==> src/rtl/mlic_pkg.sv <==
package mlic_pkg;

  // Per-context status as seen by the controller
  typedef struct packed {
    logic busy;
    logic last;
    logic hit;
  } ctx_stat_t;

endpackage

==> src/rtl/mlic_phase.sv <==
// Admission phase counter: counts 0..m-1 repeatedly; admission window at 0.
module mlic_phase #(
  parameter int M_W = 3
) (
  input  logic           clk,
  input  logic           rst_n,
  input  logic [M_W-1:0] acc_cnt,
  output logic           phase_zero
);

  logic [M_W-1:0] phase_q;
  logic [M_W-1:0] phase_d;
  logic [M_W:0]   phase_inc;

  always_comb begin
    phase_inc = {1'b0, phase_q} + 1'b1;
    if (phase_inc >= {1'b0, acc_cnt}) begin
      phase_d = '0;
    end else begin
      phase_d = phase_inc[M_W-1:0];
    end
  end

  always_ff @(posedge clk or negedge rst_n) begin
    if (!rst_n) begin
      phase_q <= '0;
    end else begin
      phase_q <= phase_d;
    end
  end

  assign phase_zero = (phase_q == '0);

endmodule

==> src/rtl/mlic_cfg_check.sv <==
// Combinational legality check of the access schedule.
module mlic_cfg_check #(
  parameter int NUM_SLOTS = 32,
  parameter int MAX_ACC   = 4,
  parameter int POS_W     = 8,
  parameter int M_W       = 3
) (
  input  logic [M_W-1:0]           acc_cnt,
  input  logic [MAX_ACC*POS_W-1:0] acc_pos,
  input  logic [POS_W-1:0]         sched_len,
  output logic                     cfg_ok
);

  localparam int LIM_W = POS_W + M_W + 1;

  logic [POS_W-1:0] pos_a [MAX_ACC];
  // res_a[k-1][i] = field i modulo k, constant divisor per row
  logic [POS_W-1:0] res_a [MAX_ACC][MAX_ACC];
  logic [LIM_W-1:0] len_lim;
  logic             cnt_bad;
  logic             len_bad;
  logic             range_bad;
  logic             dup_bad;

  for (genvar gi = 0; gi < MAX_ACC; gi++) begin : g_field
    assign pos_a[gi] = acc_pos[gi*POS_W +: POS_W];
    for (genvar gk = 1; gk <= MAX_ACC; gk++) begin : g_mod
      assign res_a[gk-1][gi] = pos_a[gi] % POS_W'(gk);
    end
  end

  assign len_lim = LIM_W'(acc_cnt) * LIM_W'(NUM_SLOTS);

  always_comb begin
    cnt_bad   = (acc_cnt == '0) || (int'(acc_cnt) > MAX_ACC);
    len_bad   = (sched_len == '0) || (LIM_W'(sched_len) > len_lim);
    range_bad = 1'b0;
    dup_bad   = 1'b0;
    for (int i = 0; i < MAX_ACC; i++) begin
      if (i < int'(acc_cnt) && pos_a[i] >= sched_len) begin
        range_bad = 1'b1;
      end
    end
    for (int i = 0; i < MAX_ACC; i++) begin
      for (int j = i + 1; j < MAX_ACC; j++) begin
        for (int k = 1; k <= MAX_ACC; k++) begin
          if (j < int'(acc_cnt) && int'(acc_cnt) == k &&
              res_a[k-1][i] == res_a[k-1][j]) begin
            dup_bad = 1'b1;
          end
        end
      end
    end
    cfg_ok = !(cnt_bad || len_bad || range_bad || dup_bad);
  end

endmodule

==> src/rtl/mlic_ctx.sv <==
// One processing context: elapsed-cycle counter, busy flag and request tag.
module mlic_ctx
  import mlic_pkg::*;
#(
  parameter int MAX_ACC = 4,
  parameter int POS_W   = 8,
  parameter int M_W     = 3,
  parameter int TAG_W   = 8
) (
  input  logic                     clk,
  input  logic                     rst_n,
  input  logic                     start,
  input  logic [TAG_W-1:0]         tag_in,
  input  logic [M_W-1:0]           acc_cnt,
  input  logic [MAX_ACC*POS_W-1:0] acc_pos,
  input  logic [POS_W-1:0]         sched_len,
  output ctx_stat_t                stat,
  output logic [TAG_W-1:0]         tag_out
);

  logic             busy_q, busy_d;
  logic [POS_W-1:0] cnt_q, cnt_d;
  logic [TAG_W-1:0] tag_q, tag_d;
  logic             clk_en;
  logic             last;
  logic             hit;

  always_comb begin
    last = busy_q && (cnt_q == sched_len - 1'b1);
    hit  = 1'b0;
    for (int i = 0; i < MAX_ACC; i++) begin
      if (i < int'(acc_cnt) && cnt_q == acc_pos[i*POS_W +: POS_W]) begin
        hit = busy_q;
      end
    end
  end

  always_comb begin
    busy_d = busy_q;
    cnt_d  = cnt_q;
    tag_d  = tag_q;
    clk_en = start || busy_q;
    if (start) begin
      busy_d = 1'b1;
      cnt_d  = '0;
      tag_d  = tag_in;
    end else if (busy_q) begin
      if (last) begin
        busy_d = 1'b0;
      end else begin
        cnt_d = cnt_q + 1'b1;
      end
    end
  end

  always_ff @(posedge clk or negedge rst_n) begin
    if (!rst_n) begin
      busy_q <= 1'b0;
      cnt_q  <= '0;
      tag_q  <= '0;
    end else if (clk_en) begin
      busy_q <= busy_d;
      cnt_q  <= cnt_d;
      tag_q  <= tag_d;
    end
  end

  assign stat.busy = busy_q;
  assign stat.last = last;
  assign stat.hit  = hit;
  assign tag_out   = tag_q;

endmodule

==> src/rtl/mlic_pick.sv <==
// Lowest-index selector over a request vector.
module mlic_pick #(
  parameter int N  = 32,
  parameter int SW = 5
) (
  input  logic [N-1:0]  req,
  output logic          valid,
  output logic [SW-1:0] idx
);

  always_comb begin
    valid = |req;
    idx   = '0;
    for (int i = N - 1; i >= 0; i--) begin
      if (req[i]) begin
        idx = SW'(i);
      end
    end
  end

endmodule

==> src/rtl/lookup_issue_ctrl.sv <==
module lookup_issue_ctrl
  import mlic_pkg::*;
#(
  parameter int NUM_SLOTS = 32,
  parameter int MAX_ACC   = 4,
  parameter int TAG_W     = 8,
  localparam int SLOT_W   = $clog2(NUM_SLOTS),
  localparam int M_W      = $clog2(MAX_ACC + 1),
  localparam int POS_W    = $clog2(NUM_SLOTS * MAX_ACC + 1)
) (
  input  logic                     clk,
  input  logic                     rst_n,
  input  logic [M_W-1:0]           cfg_acc_cnt,
  input  logic [MAX_ACC*POS_W-1:0] cfg_acc_pos,
  input  logic [POS_W-1:0]         cfg_sched_len,
  output logic                     cfg_err,
  input  logic                     req_valid,
  input  logic [TAG_W-1:0]         req_tag,
  output logic                     req_ready,
  output logic                     mem_grant,
  output logic [SLOT_W-1:0]        mem_slot,
  output logic [TAG_W-1:0]         mem_tag,
  output logic                     done_valid,
  output logic [SLOT_W-1:0]        done_slot,
  output logic [TAG_W-1:0]         done_tag
);

  // Reset: asserted asynchronously, released after two clock edges
  logic [1:0] rst_sync_q;
  logic       rst_i;

  always_ff @(posedge clk or negedge rst_n) begin
    if (!rst_n) begin
      rst_sync_q <= 2'b00;
    end else begin
      rst_sync_q <= {rst_sync_q[0], 1'b1};
    end
  end
  assign rst_i = rst_sync_q[1];

  logic                 phase_zero;
  logic                 cfg_ok;
  logic                 accept;
  logic [SLOT_W-1:0]    ptr_q, ptr_d;
  logic [NUM_SLOTS-1:0] start_vec;
  logic [NUM_SLOTS-1:0] hit_vec;
  logic [NUM_SLOTS-1:0] last_vec;
  logic [NUM_SLOTS-1:0] free_vec;
  logic [TAG_W-1:0]     tag_arr [NUM_SLOTS];

  mlic_phase #(.M_W(M_W)) i_phase (
    .clk        (clk),
    .rst_n      (rst_i),
    .acc_cnt    (cfg_acc_cnt),
    .phase_zero (phase_zero)
  );

  mlic_cfg_check #(
    .NUM_SLOTS (NUM_SLOTS),
    .MAX_ACC   (MAX_ACC),
    .POS_W     (POS_W),
    .M_W       (M_W)
  ) i_cfg (
    .acc_cnt   (cfg_acc_cnt),
    .acc_pos   (cfg_acc_pos),
    .sched_len (cfg_sched_len),
    .cfg_ok    (cfg_ok)
  );

  assign cfg_err   = !cfg_ok;
  assign req_ready = rst_i && phase_zero && cfg_ok && free_vec[ptr_q];
  assign accept    = req_valid && req_ready;

  // Round-robin context pointer
  always_comb begin
    if (ptr_q == SLOT_W'(NUM_SLOTS - 1)) begin
      ptr_d = '0;
    end else begin
      ptr_d = ptr_q + 1'b1;
    end
  end

  always_ff @(posedge clk or negedge rst_i) begin
    if (!rst_i) begin
      ptr_q <= '0;
    end else if (accept) begin
      ptr_q <= ptr_d;
    end
  end

  for (genvar gs = 0; gs < NUM_SLOTS; gs++) begin : g_ctx
    ctx_stat_t stat;

    assign start_vec[gs] = accept && (ptr_q == SLOT_W'(gs));

    mlic_ctx #(
      .MAX_ACC (MAX_ACC),
      .POS_W   (POS_W),
      .M_W     (M_W),
      .TAG_W   (TAG_W)
    ) i_ctx (
      .clk       (clk),
      .rst_n     (rst_i),
      .start     (start_vec[gs]),
      .tag_in    (req_tag),
      .acc_cnt   (cfg_acc_cnt),
      .acc_pos   (cfg_acc_pos),
      .sched_len (cfg_sched_len),
      .stat      (stat),
      .tag_out   (tag_arr[gs])
    );

    assign hit_vec[gs]  = stat.hit;
    assign last_vec[gs] = stat.last;
    assign free_vec[gs] = !stat.busy || stat.last;
  end

  mlic_pick #(.N(NUM_SLOTS), .SW(SLOT_W)) i_pick_mem (
    .req   (hit_vec),
    .valid (mem_grant),
    .idx   (mem_slot)
  );

  mlic_pick #(.N(NUM_SLOTS), .SW(SLOT_W)) i_pick_done (
    .req   (last_vec),
    .valid (done_valid),
    .idx   (done_slot)
  );

  assign mem_tag  = tag_arr[mem_slot];
  assign done_tag = tag_arr[done_slot];

endmodule

==> config.mk <==
export PLATFORM = sky130hd
export DESIGN_NAME = lookup_issue_ctrl
export DESIGN_NICKNAME = d
export VERILOG_FILES = /design/src/rtl/mlic_pkg.sv /design/src/rtl/mlic_phase.sv /design/src/rtl/mlic_cfg_check.sv /design/src/rtl/mlic_ctx.sv /design/src/rtl/mlic_pick.sv /design/src/rtl/lookup_issue_ctrl.sv
export SDC_FILE = /design/constraint.sdc
export NUM_CORES = 2
export LEC_CHECK = 0
export BUFFER_PORTS_ARGS = -buffer_cell sky130_fd_sc_hd__buf_2
export CAP_MARGIN = 30
export CELL_PAD_IN_SITES_DETAIL_PLACEMENT = 0
export CELL_PAD_IN_SITES_GLOBAL_PLACEMENT = 2
export CORE_MARGIN = 2
export CORE_UTILIZATION = 35
export DETAILED_ROUTE_END_ITERATION = 6
export PLACE_DENSITY = 0.7
export SKIP_CTS_REPAIR_TIMING = 1
export SYNTH_ARGS = -nofsm -noshare
export SYNTH_HDL_FRONTEND = slang
export SYNTH_SLANG_ARGS = --single-unit
==> constraint.sdc <==
create_clock -name clk -period 31 [get_ports clk]
set_input_delay 1.55 -clock clk [delete_from_list [all_inputs] [get_ports clk]]
set_output_delay 1.55 -clock clk [all_outputs]
set_load 0.02 [all_outputs]
==> results by group <==
Run status
  • Outcome: completed

Worst setup path
  • Element type at the critical path end: primary output
  • Flop-to-flop setup slack: between 20 and 25 ns
  • Length in cells of the worst reg-to-reg path: 14
  • Data required time at the worst endpoint: 29.45 ns
  • Largest driver fanout on the critical path: 28
  • Type of element launching the critical path: input port
  • Arrival @ worst endpoint: about 9.5 ns
  • Critical path class: input port to primary output

Finish
  • Fill cells: between 10,000 and 15,000
  • Share of cells above drive strength 1: a little over an eighth
  • Layout Nets: around 5,400
  • Layout overhead on the synthesized area: 7.57%
  • Area used by sequential logic in the layout: approximately 14,000 um2
  • Area of the multi-input gates: roughly 35,000 um2

Pwr
  • Total power divided by cell area: 49.3 nW/um2
  • Portion of total power attributed to combinational logic: 32.7%
  • Seq pwr share: around a third
  • Cell internal pwr: approximately 1.7 mW
  • Net switching power figure: 1.03 mW
  • Power consumption: 2.75 mW
  • Peak supply drop: roughly 43 uV
  • Static Leakage: ~24 nW
  • Clk pwr share: ~33%
  • Switching share of power: around 37%

Floorplanning
  • Total Die Area: roughly 150,000 um2
  • Horizontal die dimension: roughly 400 um
  • Initial Util: approximately a third
  • I/O Pins: between 80 and 90
  • Die Height: between 300 and 400 um
  • # rows: around 140
  • Core area: 148,000 um2

STA
  • Final period utilization: 35.6%
  • Final Hold Viols: 0
  • Final setup vio count: 0
  • Worst-case headroom to the max-slew limit: roughly a quarter
  • RSZ-0062 raised after global routing: no
  • Worst Hold Slack: around 0.23 ns
  • Tightest Pin Transition: about 1.1 ns
  • FMAX: roughly 91 MHz
  • Max-slew violations: 0
  • Final setup skew: around 0.043 ns
  • Setup tns final: 0 ns
  • Minimum setup slack in the final design: 19.96 ns
  • Tmin final: about 11 ns

Run
  • Number of max-cap violations: 0

Synthesis
  • Post-synth top flop: dfrtp_1
  • Synthesis warning total: 0
  • Post-synthesis async set-or-reset flop share: 100%
  • Sequential-to-total area share from yosys stat: 26.7%
  • Synthesized netlist cell count: roughly 5,500
  • Number of enable-type register cells in the synthesized netlist: 0
  • Average cell area after synthesis: between 9 and 10 um2
  • Synth cell types: around 110
  • Number of storage elements in the synthesis netlist: roughly 550
  • Netlist area before placement: ~52,000 um2
  • Net count after synthesis: 5,666

Detailed routing
  • Number of DRC violations after detailed routing: 0
  • Antenna Violating Nets Remaining: 0
  • Total length of routed wires: 209 mm
  • Starting DRC count in detailed routing: 4,233
  • Routed wirelength normalized by instance count: approximately 29 um
  • Via count normalized by instance count: just under 6
  • Via count: about 42,000
  • First-pass detailed-route iteration total: 6

Clocking
  • Master cell of the clock root buffer: clkbuf_16
  • Maximum root-to-sink buffer count: 3
  • Num CTS Buffers: 73
  • H-Tree Level Count: 3
  • CTS tree: done
  • Clk sinks: 554
  • Clock-pin transition on the worst setup and hold timing paths: around 0.060 ns
  • Clk Latency, worst-skew pair: a little under 0.7 ns

Global routing
  • Via count of the first global-routing pass: between 40,000 and 50,000
  • Total GRT Usage: 27.2%
  • Global-route congestion overflow total: 0
  • Maximum number of pins on one net before global-route repair: 160
  • Global-route wire length before repair: between 300 and 400 mm
  • Initial antenna violation count: 13

Hold path
  • Worst min-delay path category: register to asynchronous set/reset pin

Placement
  • Detailed Place HPWL: about 140 mm
  • Number of buffer cells added on primary ports: 83
  • Place WS: 20.14 ns
  • Gp weighted congestion: 0.903
## cells in the mapped netlist, drive strengths merged (42+ instances only)
cell type	number	share of area (%)
nand3	201	1.9
nor2	378	2.8
inv	98	0.71
nor2b	60	0.72
dfrtp	554	27
xnor2	970	16
mux2i	261	5.0
mux2	284	6.2
xor2	421	7.1
xnor3	139	6.0
clkbuf	245	1.8
o22ai	42	0.51
nor4	113	1.5
a211oi	47	0.68
nand4	255	3.1
nand2	180	1.3
a21oi	92	0.89
o21ai	46	0.45
ha	85	2.0
nor3	111	1.7
buf	362	3.6
and3	48	0.58
## per-stage QoR
step / util, % / instances / instance area, um2
final: 37.9 / 7204 / 55900
after global routing: 37.9 / 7202 / 55900
after CTS: 37.8 / 7198 / 55900
after detailed placement: 36.1 / 7065 / 53300
after global placement: 36.0 / 7048 / 53100
after floorplan: - / 5527 / 52000
## cell type report
class	count	area share, %
diodes	2	0.00895
clock buffers	104	3.85
clock inverters	29	0.669
inverters	102	0.684
multi-input cells	4264	62.7
flip-flops and latches	554	24.8
well taps	1930	4.32
repair buffers	219	2.96
## worst max-delay path, cell delays in order
cell and delay [ns]:
buf_4 0.45, buf_4 0.54, nand2b_1 0.23, a22oi_1 0.11
a31oi_1 0.28, and4_1 0.36, xnor2_1 0.20, ha_1 0.58
inv_1 0.22, and4_1 0.24, o41ai_1 0.77, inv_1 0.10
ha_1 0.25, a21oi_1 0.14, o31ai_1 0.11, a21oi_1 0.48
nand2_1 0.19, nor3_1 0.22, a311oi_1 0.08, a2111o_1 0.42
nand4_1 0.31, buf_4 0.41, buf_4 0.61, nor2b_1 0.27
buf_2 0.23
## cell usage in the layout (no fill, tap or decap), types with 47 or more instances in the layout
master / n
mux2i_1: 261
nor2b_1: 60
inv_1: 96
mux2_2: 249
nand3_1: 201
xnor3_1: 139
clkbuf_16: 75
nor3_1: 82
a211oi_1: 47
ha_1: 84
and3_1: 48
a21oi_1: 89
nor4_1: 108
buf_2: 51
nor2_1: 374
dfrtp_1: 553
buf_4: 152
nand4_1: 255
xor2_1: 421
xnor2_1: 969
nand2_1: 178
## kinds of logic (layout without fill, tap and decap cells)
group | Yosys count | in the layout | share of synthesized area, %
and+or+nand+nor | 1590 | 1590 | 17.1
xor gates and xnor gates | 1531 | 1531 | 29.5
buffers and inverters | 709 | 454 | 6.11
muxes | 554 | 554 | 11.6
DFF | 554 | 554 | 26.7
AOI/OAI and AO/OA | 502 | 502 | 6.95
adders and majority gates | 86 | 86 | 2.06
other | 1 | 3 | 0.00721
## worst paths after layout
| kind | end | start |
|---|---|---|
| worst max-delay path | req_ready | cfg_acc_pos[21] |
| worst min-delay path | g_ctx[10].i_ctx.cnt_q[4] | rst_sync_q[1] |
| worst max register to register | g_ctx[30].i_ctx.tag_out[0] | g_ctx[31].i_ctx.cnt_q[2] |
| worst min register to register | g_ctx[10].i_ctx.cnt_q[4] | rst_sync_q[1] |
| max in group asynchronous | g_ctx[7].i_ctx.cnt_q[2] | rst_sync_q[1] |
| min in group clk | rst_sync_q[1] | rst_sync_q[0] |
## per-layer routing
layer	routed length, um	vias to the layer above	global-route usage (%)
met4	9050	10	11.0
li1	-	18500	-
met2	94900	1675	43.6
met1	89600	21000	36.6
met3	15500	430	4.14
met5	66	-	0
## registers in the layout, indices dropped and copies added (netlist names)
name and cells:
g_ctx.i_ctx.cnt_q 256, ptr_q 5, g_ctx.i_ctx.tag_out 256, i_phase.phase_q 3, rst_sync_q 2, g_ctx.i_ctx.busy_q 32
## power by group through the flow
stage	logic, mW	clock network (mW)	registers, mW
floorplan	0.783	0	0.822
global placement	0.879	0	0.959
detailed placement	0.888	0	0.957
CTS	0.892	0.932	0.944
global route	0.972	0.959	0.958
finish	0.900	0.908	0.947
Power figures use the tool's default switching activity.
